$ cat config.mk
export PLATFORM = sky130hd
export DESIGN_NAME = osc_stab_ctrl
export DESIGN_NICKNAME = d
export VERILOG_FILES = /design/src/rtl/osc_stab_pkg.sv /design/src/rtl/osc_pm_seq.sv /design/src/rtl/osc_wait_unit.sv /design/src/rtl/osc_stab_ctrl.sv
export SDC_FILE = /design/constraint.sdc
export NUM_CORES = 1
export LEC_CHECK = 0
export BUFFER_PORTS_ARGS = -buffer_cell sky130_fd_sc_hd__buf_2
export CORE_MARGIN = 1.5
export CORE_UTILIZATION = 30
export CTS_CLUSTER_SIZE = 14
export DETAILED_ROUTE_END_ITERATION = 16
export GPL_TIMING_DRIVEN = 0
export SYNTH_ARGS = -nofsm -noshare
export SYNTH_HDL_FRONTEND = slang
export SYNTH_HIERARCHICAL = 1
export SYNTH_SLANG_ARGS = --single-unit
$ cat constraint.sdc
create_clock -name clk_i -period 9.2 [get_ports clk_i]
set_input_delay 1.84 -clock clk_i [delete_from_list [all_inputs] [get_ports clk_i]]
set_output_delay 1.84 -clock clk_i [all_outputs]
set_load 0.02 [all_outputs]
$ cat src/rtl/osc_stab_pkg.sv
package osc_stab_pkg;
  localparam int NSRC     = 3;
  localparam int SRC_MAIN = 0;
  localparam int SRC_SUB  = 1;
  localparam int SRC_PLL  = 2;

  typedef enum logic [1:0] {
    PM_RUN     = 2'd0,
    PM_SUBONLY = 2'd1,
    PM_STOP    = 2'd2
  } pmode_e;

  // sources halted by each low-power mode
  localparam logic [NSRC-1:0] SUBONLY_MASK = 3'b101;
  localparam logic [NSRC-1:0] STOP_MASK    = 3'b111;
endpackage

$ cat src/rtl/osc_pm_seq.sv
module osc_pm_seq
  import osc_stab_pkg::*;
(
  input  logic            clk_i,
  input  logic            rst_i,
  input  logic            sub_mode_i,
  input  logic            stop_mode_i,
  input  logic            wake_i,
  input  logic            bypass_i,
  output logic [NSRC-1:0] halt_o,
  output logic [NSRC-1:0] resume_o,
  output logic            lp_active_o
);
  pmode_e mode_q, mode_d;

  always_comb begin
    mode_d   = mode_q;
    halt_o   = '0;
    resume_o = '0;
    unique case (mode_q)
      PM_RUN: begin
        if (stop_mode_i) begin
          mode_d = PM_STOP;
          halt_o = STOP_MASK;
        end else if (sub_mode_i) begin
          mode_d = PM_SUBONLY;
          halt_o = SUBONLY_MASK;
        end
      end
      PM_SUBONLY: if (wake_i) begin
        mode_d   = PM_RUN;
        resume_o = SUBONLY_MASK;
      end
      PM_STOP: if (wake_i) begin
        mode_d   = PM_RUN;
        resume_o = STOP_MASK;
      end
      default: mode_d = PM_RUN;
    endcase
    if (bypass_i) begin
      mode_d   = PM_RUN;
      halt_o   = '0;
      resume_o = '0;
    end
  end

  always_ff @(posedge clk_i) begin
    if (rst_i) mode_q <= PM_RUN;
    else       mode_q <= mode_d;
  end

  assign lp_active_o = (mode_q != PM_RUN);

  // a wake in run mode is not a mode change
  p_wake_in_run_r5: assert property (@(posedge clk_i) disable iff (rst_i)
    (mode_q == PM_RUN && !sub_mode_i && !stop_mode_i) |=> (mode_q == PM_RUN));
  p_mode_legal_r6: assert property (@(posedge clk_i) disable iff (rst_i)
    (mode_q != 2'd3));
endmodule

$ cat src/rtl/osc_wait_unit.sv
module osc_wait_unit #(
  parameter int CODE_W = 4,
  parameter int OFFSET = 4
) (
  input  logic              clk_i,
  input  logic              rst_i,
  input  logic              en_i,
  input  logic              tick_i,
  input  logic              code_we_i,
  input  logic [CODE_W-1:0] code_i,
  input  logic              halt_i,
  input  logic              resume_i,
  input  logic              bypass_i,
  output logic              ready_o,
  output logic              waiting_o
);
  localparam int CNT_W = (1 << CODE_W) + OFFSET;

  logic              en_q;
  logic              halted_q;
  logic [CODE_W-1:0] code_q;
  logic [CNT_W-1:0]  cnt_q;
  logic [CNT_W-1:0]  term;
  logic [CNT_W-1:0]  cnt_inc;

  assign term    = {{(CNT_W-1){1'b0}}, 1'b1} << (int'(code_q) + OFFSET);
  assign cnt_inc = cnt_q + {{(CNT_W-1){1'b0}}, 1'b1};

  always_ff @(posedge clk_i) begin
    if (rst_i) begin
      code_q <= '0;
    end else if (code_we_i && !en_i) begin
      code_q <= code_i;
    end
  end

  always_ff @(posedge clk_i) begin
    if (rst_i) begin
      en_q      <= 1'b0;
      halted_q  <= 1'b0;
      cnt_q     <= '0;
      ready_o   <= 1'b0;
      waiting_o <= 1'b0;
    end else begin
      en_q <= en_i;
      if (!en_i) begin
        halted_q  <= 1'b0;
        cnt_q     <= '0;
        ready_o   <= 1'b0;
        waiting_o <= 1'b0;
      end else if (bypass_i) begin
        halted_q  <= 1'b0;
        cnt_q     <= '0;
        ready_o   <= 1'b1;
        waiting_o <= 1'b0;
      end else if (halt_i) begin
        halted_q  <= 1'b1;
        cnt_q     <= '0;
        ready_o   <= 1'b0;
        waiting_o <= 1'b0;
      end else if (halted_q) begin
        if (resume_i) begin
          halted_q  <= 1'b0;
          waiting_o <= 1'b1;
        end
      end else if (!en_q) begin
        cnt_q     <= '0;
        ready_o   <= 1'b0;
        waiting_o <= 1'b1;
      end else if (waiting_o && tick_i) begin
        if (cnt_inc == term) begin
          cnt_q     <= '0;
          ready_o   <= 1'b1;
          waiting_o <= 1'b0;
        end else begin
          cnt_q <= cnt_inc;
        end
      end
    end
  end

  p_start_wait_r3: assert property (@(posedge clk_i) disable iff (rst_i)
    (en_i && !en_q && !bypass_i && !halt_i) |=> (waiting_o && !ready_o));
  p_count_done_r1: assert property (@(posedge clk_i) disable iff (rst_i)
    (en_i && en_q && waiting_o && tick_i && !bypass_i && !halt_i && cnt_inc == term)
      |=> ready_o);
  p_hold_without_tick_r2: assert property (@(posedge clk_i) disable iff (rst_i)
    (en_i && en_q && waiting_o && !tick_i && !bypass_i && !halt_i) |=> waiting_o);
  p_abort_r9: assert property (@(posedge clk_i) disable iff (rst_i)
    !en_i |=> (!ready_o && !waiting_o));
  p_bypass_r7: assert property (@(posedge clk_i) disable iff (rst_i)
    (en_i && bypass_i) |=> (ready_o && !waiting_o));
  p_code_locked_r8: assert property (@(posedge clk_i) disable iff (rst_i)
    en_i |=> $stable(code_q));
  p_excl_r4: assert property (@(posedge clk_i) disable iff (rst_i)
    !(ready_o && waiting_o));
endmodule

$ cat src/rtl/osc_stab_ctrl.sv
module osc_stab_ctrl
  import osc_stab_pkg::*;
#(
  parameter int CODE_W = 4,
  parameter int OFFSET = 4
) (
  input  logic              clk_i,
  input  logic              rst_i,
  input  logic              hs_tick_i,
  input  logic              ls_tick_i,
  input  logic [2:0]        src_en_i,
  input  logic [2:0]        code_we_i,
  input  logic [CODE_W-1:0] code_i,
  input  logic              sub_mode_i,
  input  logic              stop_mode_i,
  input  logic              wake_i,
  input  logic              sw_reset_i,
  output logic [2:0]        ready_o,
  output logic              stall_o,
  output logic              clk_gate_o
);
  logic [NSRC-1:0] halt;
  logic [NSRC-1:0] resume;
  logic [NSRC-1:0] waiting;
  logic            lp_active;

  osc_pm_seq u_seq (
    .clk_i       (clk_i),
    .rst_i       (rst_i),
    .sub_mode_i  (sub_mode_i),
    .stop_mode_i (stop_mode_i),
    .wake_i      (wake_i),
    .bypass_i    (sw_reset_i),
    .halt_o      (halt),
    .resume_o    (resume),
    .lp_active_o (lp_active)
  );

  for (genvar k = 0; k < NSRC; k++) begin : g_src
    logic tick_sel;
    if (k == SRC_SUB) begin : g_ls
      assign tick_sel = ls_tick_i;
    end else begin : g_hs
      assign tick_sel = hs_tick_i;
    end
    osc_wait_unit #(.CODE_W(CODE_W), .OFFSET(OFFSET)) u_wait (
      .clk_i     (clk_i),
      .rst_i     (rst_i),
      .en_i      (src_en_i[k]),
      .tick_i    (tick_sel),
      .code_we_i (code_we_i[k]),
      .code_i    (code_i),
      .halt_i    (halt[k]),
      .resume_i  (resume[k]),
      .bypass_i  (sw_reset_i),
      .ready_o   (ready_o[k]),
      .waiting_o (waiting[k])
    );
  end

  assign stall_o    = |waiting;
  assign clk_gate_o = !stall_o && !lp_active;

  p_gate_off_r4: assert property (@(posedge clk_i) disable iff (rst_i)
    stall_o |-> !clk_gate_o);
  p_sub_kept_r5: assert property (@(posedge clk_i) disable iff (rst_i)
    (sub_mode_i && !stop_mode_i && !lp_active && src_en_i[SRC_SUB] && ready_o[SRC_SUB]
     && !sw_reset_i) |=> ready_o[SRC_SUB]);
  p_stop_clears_r6: assert property (@(posedge clk_i) disable iff (rst_i)
    (stop_mode_i && !lp_active && !sw_reset_i) |=> (ready_o == 3'b000 && !clk_gate_o));
endmodule

==> metrics.csv <==
metric,value,unit
status,completed,
H-Tree Depth,3,
Worst Tran Pin Value,0.882,ns
initial core utilization,0.308,
initial drt markers,633,
GRT Total Usage,0.167,
Placed Area,7790,um2
CP arrival,4.19,ns
GPL Wtd Cong,0.938,
"Top FF cell, synth",dfxtp_1,
flop and latch count out of synthesis,86,
vias in the first global route,6508,
dpl cells,1287,
Max-slew headroom,0.407,
PortBufs,22,
setup TNS after final layout,0,ns
Synth Area per Inst,7.70,um2
clock tree from TritonCTS,built,
CP Capture Type,flop,
Synth top area share,0.236,
critical path class,in2reg,
clk_skew,0.00762,ns
"CP delay by family, top",simple AND/OR/NAND/NOR gates,
fmax,257,MHz
diode count,0,
first-pass GRT wire length,34.6,mm
# fillers,2527,
Routed WL,21.2,mm
Post-Synthesis Cells,946,
vias per cell,5.53,
"Hold Vio Cnt, Final",0,
total number of vias,7205,
"Cell Area, Synth",7280,um2
static leakage,2.94,nW
Crit path required time,9.50,ns
Max Buffers Root-to-Sink,2,
Die ar.,25200,um2
worst hold path class,reg2reg,
final count of pins violating max slew,0,
Final min period,3.89,ns
Max VDD drop,0.0748,mV
power after layout,871,uW
RSZ-0062 raised after global routing,no,
Die Width,159,um
CP Cell Sequence,buf_2 -> nor3_1 -> buf_4 -> nor3_1 -> o311ai_4 -> buf_6 -> nor4_1 -> a21o_1,
"Setup violations, final",0,
"Clk Latency, worst-skew pair",0.36,ns
Num CTS Buffers,9,
"Core Util, Final",0.342,
CP Buf/Inv Count,3,
"top cells by area, synth","dfxtp_1 24%, xnor2_1 6.5%, nand2_1 5.5%, nor2_1 4.5%, nor3_1 3.6%",
Synth-to-Final Area Change,10.9,%
Final Cycle Share,0.423,
worst-path fanout max,20,
syn nets,976,
Startpoint Class,input port,
# DRC,0,
ys async rst share,0,
"commonest cells after routing, fill and taps aside","106 x nand2_1, 87 x nor2_1, 86 x dfxtp_1, 54 x xnor2_1, 52 x nor3_1",
first-pass iteration count of the detailed router,6,
clk sinks,86,
antenna violations before repair,0,
Crit-path slowest cell,nor3_1,
DRT antenna net count,0,
number of synthesized flops with an enable pin,0,
Netlist cell types,84,
DP Wirelength,15.9,mm
total gr overflow,0,
clock tree root buffer cell,clkbuf_16,
Routed WL per cell,16.3,um
die height,159,um
Max Cap Viol,0,
layout cells sized above 1,0.130,
core footprint,23600,um2
Max stage delay on crit path,0.64,ns
pwr/cell area,108,nW/um2
synth warn,6,
Worst-path clk slew,0.06,ns
fin area,8080,um2
post-cts hold buffer count,0,
io pins,23,
"most common cell after layout, fill and taps aside",nand2_1,
largest net degree at the start of global routing,21,
CTS resizes,0,
Worst path most repeated cell,nor3_1,
part of the Yosys area used for sequential elements,0.236,
Final Instance Count excl. Fillers,1303,
std cell rows,56,
post-CTS setup repair buffer count,0,
cell taking the most area after synthesis,dfxtp_1,
NumNets Final,1009,
## final timing paths
kind                                                              from                                     end  slack, ns  depth (start not counted)
worst max-delay path                                        sw_reset_i   g_src[2].u_wait/cnt_q[2]$_SDFFE_PP0P_       5.31                          8
worst min-delay path            g_src[1].u_wait/code_q[3]$_SDFFE_PP0P_  g_src[1].u_wait/code_q[3]$_SDFFE_PP0P_       0.51                          2
worst max register to register  g_src[2].u_wait/code_q[2]$_SDFFE_PP0P_  g_src[2].u_wait/cnt_q[18]$_SDFFE_PP0P_       5.37                         10
worst min register to register  g_src[1].u_wait/code_q[3]$_SDFFE_PP0P_  g_src[1].u_wait/code_q[3]$_SDFFE_PP0P_       0.51                          2
## per-layer routing
| layer | global-route usage | vias to the layer above | routed length (um) |
|---|---|---|---|
| li1 | - | 3569 | - |
| met1 | 0.240 | 3381 | 10300 |
| met2 | 0.256 | 223 | 9230 |
| met3 | 0.0277 | 32 | 1290 |
| met4 | 0.0476 | 0 | 371 |
| met5 | 0 | - | 0 |
## state kept, by name (all words and copies together), names as in the netlist
name                    cells
g_src.u_wait/cnt_q         60
g_src.u_wait/code_q        12
g_src.u_wait/en_q           3
g_src.u_wait/halted_q       3
g_src.u_wait/ready_o        3
g_src.u_wait/waiting_o      3
u_seq/mode_q                2
## cells in the mapped netlist (all sizes together) (7+ instances only)
master / instances
a2111oi: 9
a211oi: 18
a21o: 12
a21oi: 30
and3: 22
and4: 18
buf: 36
clkbuf: 29
dfxtp: 86
ha: 12
inv: 27
mux2i: 16
nand2: 106
nand2b: 14
nand3: 40
nand3b: 9
nand4: 26
nor2: 90
nor2b: 7
nor3: 54
nor4: 38
o21ai: 32
o22ai: 16
o2bb2ai: 8
or3: 23
or4: 12
xnor2: 54
xor2: 15
## worst register-to-register path: cells and delay by family (launching register included)
kind            cells  cell delay, ns
compound gates      4            1.23
flops               1            0.46
simple gates        4            1.45
fa+ha+maj           1            0.33
buf+inv             1            0.25
## through the flow
step	hold WS [ns]	setup WS [ns]
2_1_floorplan	0.464	5.83
3_3_place_gp	0.480	4.98
3_5_place_dp	0.498	4.98
4_1_cts	0.508	5.33
5_1_grt	0.533	5.14
6_report	0.508	5.31
## area by class of cell
type / count / area (um2) / area share
Clock buffer: 13 / 270 / 0.0335
Clock inverter: 3 / 17.5 / 0.00217
Inverter: 27 / 101 / 0.0125
Timing Repair Buffer: 22 / 110 / 0.0136
Buffer: 65 / 335 / 0.0415
Tap cell: 319 / 399 / 0.0494
Sequential cell: 86 / 1720 / 0.213
Multi-Input combinational cell: 768 / 5120 / 0.634
## power breakdown
group          leakage [nW]  internal (mW)  switching, mW  total, mW
Clock                 0.142          0.205          0.157      0.362
Combinational          2.10         0.0426         0.0846      0.127
Sequential            0.696          0.377        0.00475      0.382
Total                  2.94          0.624          0.246      0.871
## cell families (layout without fill, tap and decap cells)
| family | Yosys count | in the layout | synth area share |
|---|---|---|---|
| AO/OA/AOI/OAI | 178 | 178 | 0.195 |
| AND/OR/NAND/NOR | 491 | 491 | 0.377 |
| multiplexers | 16 | 16 | 0.0220 |
| flip-flops | 86 | 86 | 0.236 |
| XOR/XNOR | 71 | 71 | 0.0895 |
| buffers and inverters | 92 | 130 | 0.0600 |
| adder cells (fa/ha/maj) | 12 | 12 | 0.0206 |
(Power assumes the default switching activity.)
